File: config.mk
export PLATFORM = sky130hd
export DESIGN_NAME = seq_glitch_trig
export DESIGN_NICKNAME = d
export VERILOG_FILES = /design/src/rtl/sgt_pkg.sv /design/src/rtl/sgt_fall_edge.sv /design/src/rtl/sgt_glitch.sv /design/src/rtl/sgt_seq.sv /design/src/rtl/seq_glitch_trig.sv
export SDC_FILE = /design/constraint.sdc
export NUM_CORES = 1
export LEC_CHECK = 0
export BUFFER_PORTS_ARGS = -buffer_cell sky130_fd_sc_hd__buf_2
export CORE_AREA = 2 2 115 117
export DETAILED_ROUTE_END_ITERATION = 16
export DIE_AREA = 0 0 117 119
export PLACE_DENSITY = 0.82
export SYNTH_ARGS = -nofsm -noshare
export SYNTH_HDL_FRONTEND = slang
export SYNTH_HIERARCHICAL = 1
export SYNTH_SLANG_ARGS = --single-unit
File: constraint.sdc
create_clock -name clk -period 5 [get_ports clk]
set_clock_uncertainty 0.1 [all_clocks]
set_input_delay 0.75 -clock clk [delete_from_list [all_inputs] [get_ports clk]]
set_output_delay 0.75 -clock clk [all_outputs]
set_load 0.01 [all_outputs]
File: src/rtl/sgt_pkg.sv
package sgt_pkg;
  localparam int SMP_W = 12;
  localparam int HYS_W = SMP_W - 1;

  typedef logic signed [SMP_W-1:0] smp_t;
  typedef logic signed [SMP_W:0]   wide_t;
  typedef logic [HYS_W-1:0]        hys_t;

  typedef enum logic {ST_WAIT_A = 1'b0, ST_WAIT_B = 1'b1} seq_st_t;

  function automatic wide_t widen(smp_t v);
    return wide_t'({v[SMP_W-1], v});
  endfunction

  function automatic wide_t hwide(hys_t h);
    return wide_t'({2'b00, h});
  endfunction

  // sample at or above level + margin
  function automatic logic above_band(smp_t s, smp_t lvl, hys_t h);
    return widen(s) >= (widen(lvl) + hwide(h));
  endfunction

  function automatic logic below_lvl(smp_t s, smp_t lvl);
    return widen(s) < widen(lvl);
  endfunction

  // pulse start in the selected direction
  function automatic logic past_lvl(smp_t s, smp_t lvl, logic pos);
    return pos ? (widen(s) >= widen(lvl)) : (widen(s) <= widen(lvl));
  endfunction

  // pulse end: back across level by more than the margin
  function automatic logic back_out(smp_t s, smp_t lvl, hys_t h, logic pos);
    return pos ? (widen(s) < (widen(lvl) - hwide(h)))
               : (widen(s) > (widen(lvl) + hwide(h)));
  endfunction
endpackage

File: src/rtl/sgt_fall_edge.sv
module sgt_fall_edge
  import sgt_pkg::*;
(
  input  logic clk,
  input  logic rst,
  input  smp_t smp,
  input  smp_t lvl,
  input  hys_t hyst,
  output logic fall_o
);
  logic primed_q;

  assign fall_o = primed_q && below_lvl(smp, lvl);

  always_ff @(posedge clk) begin
    if (rst)                         primed_q <= 1'b0;
    else if (above_band(smp, lvl, hyst)) primed_q <= 1'b1;
    else if (fall_o)                 primed_q <= 1'b0;
  end
endmodule

File: src/rtl/sgt_glitch.sv
module sgt_glitch
  import sgt_pkg::*;
#(
  parameter int WID_W = 8
) (
  input  logic             clk,
  input  logic             rst,
  input  smp_t             smp,
  input  smp_t             lvl,
  input  hys_t             hyst,
  input  logic             pos,
  input  logic [WID_W-1:0] wmax,
  output logic             glitch_o
);
  localparam logic [WID_W-1:0] W_TOP = '1;

  logic             in_q;
  logic [WID_W-1:0] w_q;
  logic             start_w;
  logic             end_w;

  assign start_w  = !in_q && past_lvl(smp, lvl, pos);
  assign end_w    = in_q && back_out(smp, lvl, hyst, pos);
  assign glitch_o = end_w && (w_q <= wmax);

  always_ff @(posedge clk) begin
    if (rst) begin
      in_q <= 1'b0;
      w_q  <= '0;
    end else if (start_w) begin
      in_q <= 1'b1;
      w_q  <= WID_W'(1);
    end else if (end_w) begin
      in_q <= 1'b0;
      w_q  <= '0;
    end else if (in_q && (w_q != W_TOP)) begin
      w_q  <= w_q + WID_W'(1);
    end
  end
endmodule

File: src/rtl/sgt_seq.sv
module sgt_seq
  import sgt_pkg::*;
#(
  parameter int TO_W  = 24,
  parameter int CNT_W = 16
) (
  input  logic             clk,
  input  logic             rst,
  input  logic             a_ev,
  input  logic             b_ev,
  input  logic [TO_W-1:0]  tmo,
  output logic             armed_o,
  output logic             trig_o,
  output logic [CNT_W-1:0] cnt_o,
  output logic [TO_W-1:0]  tmr_o
);
  localparam logic [CNT_W-1:0] CNT_TOP = '1;

  seq_st_t          st_q;
  logic [TO_W-1:0]  tmr_q;
  logic [CNT_W-1:0] cnt_q;
  logic             trig_q;

  always_ff @(posedge clk) begin
    if (rst) begin
      st_q   <= ST_WAIT_A;
      tmr_q  <= '0;
      cnt_q  <= '0;
      trig_q <= 1'b0;
    end else begin
      trig_q <= 1'b0;
      case (st_q)
        ST_WAIT_A: begin
          if (a_ev) begin
            st_q  <= ST_WAIT_B;
            tmr_q <= TO_W'(1);
          end
        end
        default: begin
          if (b_ev) begin
            trig_q <= 1'b1;
            st_q   <= ST_WAIT_A;
            tmr_q  <= '0;
            if (cnt_q != CNT_TOP) cnt_q <= cnt_q + CNT_W'(1);
          end else if (a_ev) begin
            tmr_q <= TO_W'(1);
          end else if (tmr_q >= tmo) begin
            st_q  <= ST_WAIT_A;
            tmr_q <= '0;
          end else begin
            tmr_q <= tmr_q + TO_W'(1);
          end
        end
      endcase
    end
  end

  assign armed_o = (st_q == ST_WAIT_B);
  assign trig_o  = trig_q;
  assign cnt_o   = cnt_q;
  assign tmr_o   = tmr_q;
endmodule

File: src/rtl/seq_glitch_trig.sv
module seq_glitch_trig
  import sgt_pkg::*;
#(
  parameter int TO_W  = 24,
  parameter int CNT_W = 16,
  parameter int WID_W = 8
) (
  input  logic                    clk,
  input  logic                    rst,
  input  logic signed [SMP_W-1:0] lo_smp,
  input  logic signed [SMP_W-1:0] hi_smp,
  input  logic signed [SMP_W-1:0] lo_lvl,
  input  logic [HYS_W-1:0]        lo_hyst,
  input  logic signed [SMP_W-1:0] hi_lvl,
  input  logic [HYS_W-1:0]        hi_hyst,
  input  logic                    hi_pol_pos,
  input  logic [WID_W-1:0]        hi_wmax,
  input  logic [TO_W-1:0]         tmo_len,
  output logic                    trig_o,
  output logic                    armed_o,
  output logic [CNT_W-1:0]        trig_cnt_o
);
  // named internal events
  logic            a_ev;
  logic            glitch_w;
  logic [TO_W-1:0] tmr_w;

  sgt_fall_edge u_edge (
    .clk   (clk),
    .rst   (rst),
    .smp   (lo_smp),
    .lvl   (lo_lvl),
    .hyst  (lo_hyst),
    .fall_o(a_ev)
  );

  sgt_glitch #(.WID_W(WID_W)) u_glitch (
    .clk     (clk),
    .rst     (rst),
    .smp     (hi_smp),
    .lvl     (hi_lvl),
    .hyst    (hi_hyst),
    .pos     (hi_pol_pos),
    .wmax    (hi_wmax),
    .glitch_o(glitch_w)
  );

  sgt_seq #(.TO_W(TO_W), .CNT_W(CNT_W)) u_seq (
    .clk    (clk),
    .rst    (rst),
    .a_ev   (a_ev),
    .b_ev   (glitch_w),
    .tmo    (tmo_len),
    .armed_o(armed_o),
    .trig_o (trig_o),
    .cnt_o  (trig_cnt_o),
    .tmr_o  (tmr_w)
  );
endmodule

# Yosys cells after proc, flatten, opt, wreduce, memory -nomap -nowiden
# Cells that the tools add are included.
[totals]
elab_cells = 58
out_inout_bits = 18
input_bits = 105
reg_bits = 52
[classes]
n_bitwise = 1
reduce_logical = 13
n_lt_le_gt_ge = 8
n_addsub = 6
n_eq_ne = 2
muxes = 20
[op_table]
columns = ["op", "count"]
rows = [
  ["$mux 24", 5],
  ["$add 12x12->13", 2],
  ["$add 24x1->24 const B", 1],
  ["$ge 24x24->1", 1],
  ["$add 16x1->16 const B", 1],
  ["$ne 16x16->1 const B", 1],
  ["$mux 1", 15],
  ["$ge 12x13->1", 1],
  ["$gt 12x13->1", 1],
  ["$lt 12x13->1", 1],
  ["$sub 12x12->13", 1],
  ["$ge 12x12->1", 1],
  ["$le 12x12->1", 1],
  ["$lt 12x12->1", 1],
  ["$add 8x1->8 const B", 1],
  ["$le 8x8->1", 1],
  ["$ne 8x8->1 const B", 1],
  ["$reduce_bool 2->1", 3],
  ["$logic_and 1x1->1", 5],
  ["$reduce_and 3->1", 1],
  ["$reduce_bool 3->1", 1],
  ["$reduce_or 3->1", 1],
  ["$reduce_or 2->1", 1],
  ["$logic_not 1->1", 1],
  ["$not 1->1", 1],
]

# Longest topological paths before layout
[logic_depth]
word_depth = 7
ltp_mapped = 24
depth_no_buf = 21

# Hierarchy
# The synthesis kept the hierarchy.
[modules_own_cells]
columns = ["mod", "cells_each", "instances", "seq_area_each_um2", "area_each_um2"]
rows = [
  ["sgt_glitch", 348, 1, 180.2, 2648.8],
  ["sgt_seq", 314, 1, 840.8, 2628.8],
  ["sgt_fall_edge", 157, 1, 20.0, 1154.9],
]

# Worst setup path after synthesis
# Ideal clock, no wire load.
[synth_timing]
path_kind = "input to register"
startpoint = "in hi_hyst[6]"
endpoint = "reg u_seq.cnt_q[13] (netlist: u_seq/cnt_o[13])"
path_buffers = 2
setup_slack_ns = -0.155
setup_ns = 0.128
stages = 21
t_required_ns = 4.772
t_arrival_ns = 4.928
cell_sequence = "inv_1 > ha_1 > buf_2 > nor2b_1 > or4_1 > o21bai_1 > o21ai_1 > a211o_1 > ha_1 > nand4_1 > nor2_1 > or3_1 > o21ba_1 > or3_1 > buf_6 > a21oi_1 > nand2_1 > a2111oi_2 > nand4_1 > xor2_1 > nor2_1"
[synth_via]
elab_chain_len = 6
word_cells_on_any_way = 8
cone_classes = "add/sub: 2; order compare: 2; mux: 1; reduce/logical: 3"
[synth_rtl]
columns = ["element", "line_no", "source"]
rows = [
  ["from (decl)", "seq_glitch_trig.sv:15", "input logic [HYS_W-1:0] hi_hyst,"],
  ["$add 12x12->13 / $sub 12x12->13 (equally long branches)", "sgt_pkg.sv:36, sgt_pkg.sv:35", ""],
  ["$gt 12x13->1 / $lt 12x13->1 (equally long branches)", "sgt_pkg.sv:36, sgt_pkg.sv:35", ""],
  ["$mux 1 (*)", "sgt_pkg.sv:35", "return pos ? (widen(s) < (widen(lvl) - hwide(h)))"],
  ["$logic_and 1x1->1 (*)", "sgt_glitch.sv:23", "assign end_w = in_q && back_out(smp, lvl, hyst, pos);"],
  ["$logic_and 1x1->1 (*)", "sgt_glitch.sv:24", "assign glitch_o = end_w && (w_q <= wmax);"],
  ["via glitch_w", "seq_glitch_trig.sv:25", "logic glitch_w;"],
  ["$reduce_and 3->1 (no line) (*)", "n/a", ""],
  ["to (signal assigned)", "sgt_seq.sv:44", "if (cnt_q != CNT_TOP) cnt_q <= cnt_q + CNT_W'(1);"],
  ["to (decl)", "sgt_seq.sv:21", "logic [CNT_W-1:0] cnt_q;"],
]
# The timed path passes the listed nets; every way through them passes the cells marked *.
# A chain may end at the register's enable or synchronous reset.

# Worst setup path in the final report
[layout_timing]
startpoint = "in hi_lvl[1]"
endpoint = "reg u_seq.tmr_q[20] (netlist: u_seq/tmr_o[20])"
[layout_via]
elab_chain_len = 7
word_cells_on_any_way = 9
cone_classes = "add/sub: 2; order compare: 2; mux: 3; reduce/logical: 2"
[layout_rtl]
columns = ["element", "line_no", "source"]
rows = [
  ["from (decl)", "seq_glitch_trig.sv:14", "input logic signed [SMP_W-1:0] hi_lvl,"],
  ["$add 12x12->13 / $sub 12x12->13 (equally long branches)", "sgt_pkg.sv:36, sgt_pkg.sv:35", ""],
  ["$gt 12x13->1 / $lt 12x13->1 (equally long branches)", "sgt_pkg.sv:36, sgt_pkg.sv:35", ""],
  ["$mux 1 (*)", "sgt_pkg.sv:35", ""],
  ["$logic_and 1x1->1 (*)", "sgt_glitch.sv:23", ""],
  ["$logic_and 1x1->1 (*)", "sgt_glitch.sv:24", ""],
  ["via glitch_w", "seq_glitch_trig.sv:25", ""],
  ["$mux 24 (*)", "sgt_seq.sv:40", "if (b_ev) begin"],
  ["$mux 24 (*)", "sgt_seq.sv:32", "case (st_q)"],
  ["to (signal assigned)", "sgt_seq.sv:51", "tmr_q <= tmr_q + TO_W'(1);"],
  ["to (decl)", "sgt_seq.sv:20", "logic [TO_W-1:0] tmr_q;"],
]
# Marked as above.

==> summary.txt <==
Timing
  • Final setup margin: 137 ps
  • Worst hold margin: 385 ps
  • Rel. slew slack: 55.2%
  • Slew @ Worst Pin: 673 ps
  • Final setup vio count: 0
  • Max Clk Rate: 0.206 GHz
  • Final Hold Fails: 0
  • Setup TNS: 0 ps
  • Final Max Tran Viols: 0
  • Final min period: 4860 ps
  • Final Cycle Share: 97.3%

Global routing
  • Largest net degree at the start of global routing: 36
  • Initial antenna violation count: 0
  • First-pass GRT wire length: 24700 microns
  • GRT Total Usage: 21.1%
  • Global route overflow: 0
  • Vias in the first global route: 5755

Power and ir drop
  • Maximum vdd drop: 0.134 mV
  • Sequential power share: 30.4%
  • P_sw: 521 uW
  • Power Total: 1.45 mW
  • Internal power: 932 uW
  • Leakage: 3.88 nW
  • Pwr dens: 184 mW/mm^2
  • Clock share of power: 23.6%
  • Sw Ratio: 35.9%
  • Combinational share of power: 46.0%

Critical path
  • CP max-delay cell: or4b_1
  • Setup crit end kind: register
  • R2r startpoint: u_glitch/w_q[1]$_SDFFE_PP0P_
  • Crit-path max FO: 7
  • CP Buf/Inv Count: 3
  • Reg2Reg Depth: 13
  • CP Launch Type: primary input
  • Crit-path cells: buf_2 -> buf_4 -> ha_1 -> nor2b_1 -> o21ai_1 -> a21oi_2 -> o31ai_4 -> or4b_1 -> o311ai_1 -> ha_1 -> a31oi_1 -> nor2_1 -> o21a_1 -> or3_1 -> a21oi_4 -> or3_4 -> nor4_4 -> o211a_4 -> clkbuf_16 -> a21o_1 -> a22o_1
  • Critical path origin: hi_lvl[1]
  • Reg2reg setup slack: 2130 ps
  • Crit-path max cell delay: 460 ps
  • Critical path depth in cells: 21
  • Required time worst endpoint: 5080 ps
  • WP data arrival: 4950 ps
  • CP dominant cell by count: ha_1
  • Worst flop-to-flop path endpoint: u_seq/tmr_o[17]$_SDFFE_PP0P_
  • WS Path Type: in2reg
  • Worst path top cell family by delay: compound AO/OA/AOI/OAI gates

Placement
  • GPL Wtd Cong: 0.900
  • Post-placement cell count: 1146
  • Dpl cell area: 0.00756 sq mm
  • # port buffers: 122
  • Pre-CTS WS: -285 ps
  • Post-DP HPWL: 12500 microns

Final layout
  • Cell area after layout: 0.00788 sq mm
  • Share of cells above drive strength 1: 22.3%
  • # fillers: 1162
  • Area grow syn2layout: 22.5%
  • Util after Layout: 61.2%
  • Leading cell type in the layout, fill and taps excluded: ha_1
  • ANT cells: 0
  • Post-layout net count: 1217
  • Fin cells: 1157
  • Commonest non-fill, non-tap cells in the layout: ha_1 (128), buf_2 (122), inv_1 (94)

Hold path
  • HP Class: reg2reg
  • Hold_sp: u_seq/tmr_o[23]$_SDFFE_PP0P_
  • Hold Path Stages: 1
  • Sink of the worst hold path: u_seq/tmr_o[23]$_SDFFE_PP0P_

Routing
  • Post-route ant nets: 0
  • Metal1 wirelength: 7140 microns
  • Met2 wire length: 7330 microns
  • Routed WL per cell: 13.3 microns
  • WL final: 15400 microns
  • Initial drt markers: 472
  • Met3 WL: 685 microns
  • Vias per cell: 5.50
  • Drt drc: 0
  • Top sig layer: met4
  • Via count: 6368
  • Detailed-router iteration count before antenna repair: 5

Synth
  • Area leader, netlist: ha_1
  • Synth Instances: 819
  • Post-Synth Simple-Gate Area: 22.0%
  • Register area share after synthesis: 16.2%
  • Library cells used by synthesis: 83
  • Compound-Gate Fraction of Synth Area: 20.6%
  • Yosys warns: 6
  • Syn_area_per_cell: 7.85 sq um
  • Xor-xnor portion of the synthesized cell area: 6.81%
  • Largest family of logic cells by synthesized area: adder cells
  • Synth top area cells: ha_1 (25%), dfxtp_1 (16%), inv_1 (5.5%), a21oi_1 (4.3%), nor2_1 (4.0%)
  • Multiplexer share of the synthesized area: 1.42%
  • EDFF count, synth: 0
  • Post-synthesis cell area: 0.00643 sq mm
  • Synth Register Bits: 52
  • Synth async-reset ratio: 0%
  • Synth top area share: 25.1%
  • Adder-Cell Fraction of Synth Area: 26.0%
  • Syn_nets: 1056
  • Main flop type after synthesis: dfxtp_1

CTS
  • CTS sink count: 52
  • Clk root buf: clkbuf_16
  • CTS Buf Count: 5
  • Clock Path Buffers: 2
  • Register clock-pin slew on the reported worst setup and hold paths: 70 ps
  • Clk Latency, worst-skew pair: 290 ps
  • H-tree levels: 2
  • CTS tree: done

Die
  • Die ar.: 0.0139 sq mm
  • I/O Pins: 123
  • Chip Width: 117 microns
  • Die Height: 119 microns
  • Rows: 42
  • Effective utilization at floorplan: 50.0%
  • Core footprint: 0.0129 sq mm

Status
  • Outcome: complete, no violations

Job
  • Max-cap violation count: 0
[kinds of logic (layout without fill, tap and decap cells)]
logic type	after synthesis	in the layout
buffers and inverters	114	276
multiplexers	9	9
adder cells (fa/ha/maj)	132	132
AO/OA/AOI/OAI	191	191
flip-flops	52	52
AND/OR/NAND/NOR	271	271
XOR/XNOR	50	50
[synthesized netlist by cell type, types with 3 or more instances]
master,number
a41oi_1,3
nand3_1,23
o31ai_1,5
nand4_1,24
a21oi_1,55
nor4_1,5
nor2b_1,11
and3_1,10
nand2_1,56
a22o_1,6
o21ai_1,7
a211o_1,4
nor3_1,23
xnor2_1,26
o21bai_1,5
a211oi_1,9
or2_2,3
nand3b_1,4
and4_1,13
inv_1,94
o21a_1,10
nand2b_1,7
mux2i_1,8
xor2_1,24
ha_1,129
a21o_1,14
a31oi_1,14
or3_1,7
clkbuf_1,11
dfxtp_1,52
buf_2,3
nor2_1,69
fa_1,3
o21ai_0,19
buf_4,3
[layer usage]
metal,GRT usage (%),vias up
li1,-,3284
met1,27.6,2883
met2,36.7,178
met3,2.39,23
met4,5.15,0
met5,0,-
[power groups by stage]
stage	Combinational, mW	Clock, mW	Sequential, mW
after global routing	0.751	0.369	0.444
after CTS	0.631	0.352	0.442
after global placement	0.607	0	0.451
after floorplan	0.427	0	0.448
after detailed placement	0.627	0	0.451
final	0.668	0.343	0.442
[state kept, by name, summed over array words and instances, names as in the netlist]
name	count
u_glitch/in_q	1
u_seq/tmr_o	24
u_seq/armed_o	1
u_seq/cnt_o	16
u_edge/primed_q	1
u_seq/trig_o	1
u_glitch/w_q	8
[what timing repair did]
action                                  4_1_cts  5_1_grt
hold buffers                                  0        0
endpoints found under the setup margin        0       37
resized for setup                             0       24
setup buffers                                 0        1
[worst max-delay path by stage]
stage | end
after floorplan | u_seq/tmr_o[14]$_SDFFE_PP0P_
after global placement | u_seq/cnt_o[15]$_SDFFE_PP0P_
after detailed placement | u_seq/tmr_o[17]$_SDFFE_PP0P_
after CTS | u_seq/tmr_o[17]$_SDFFE_PP0P_
after global routing | u_seq/tmr_o[20]$_SDFFE_PP0P_
final | u_seq/tmr_o[20]$_SDFFE_PP0P_
[layout make-up]
class                   instances  area (sq um)  share of cell area [%]
repair buffers                173          1040                    13.3
inverters                      95           357                    4.52
flip-flops and latches         52          1040                    13.2
multi-input cells             653          5070                    64.4
clock buffers                   6           129                    1.63
clock inverters                 2          16.3                   0.206
well taps                     176           220                    2.79
(Power assumes the default switching activity.)
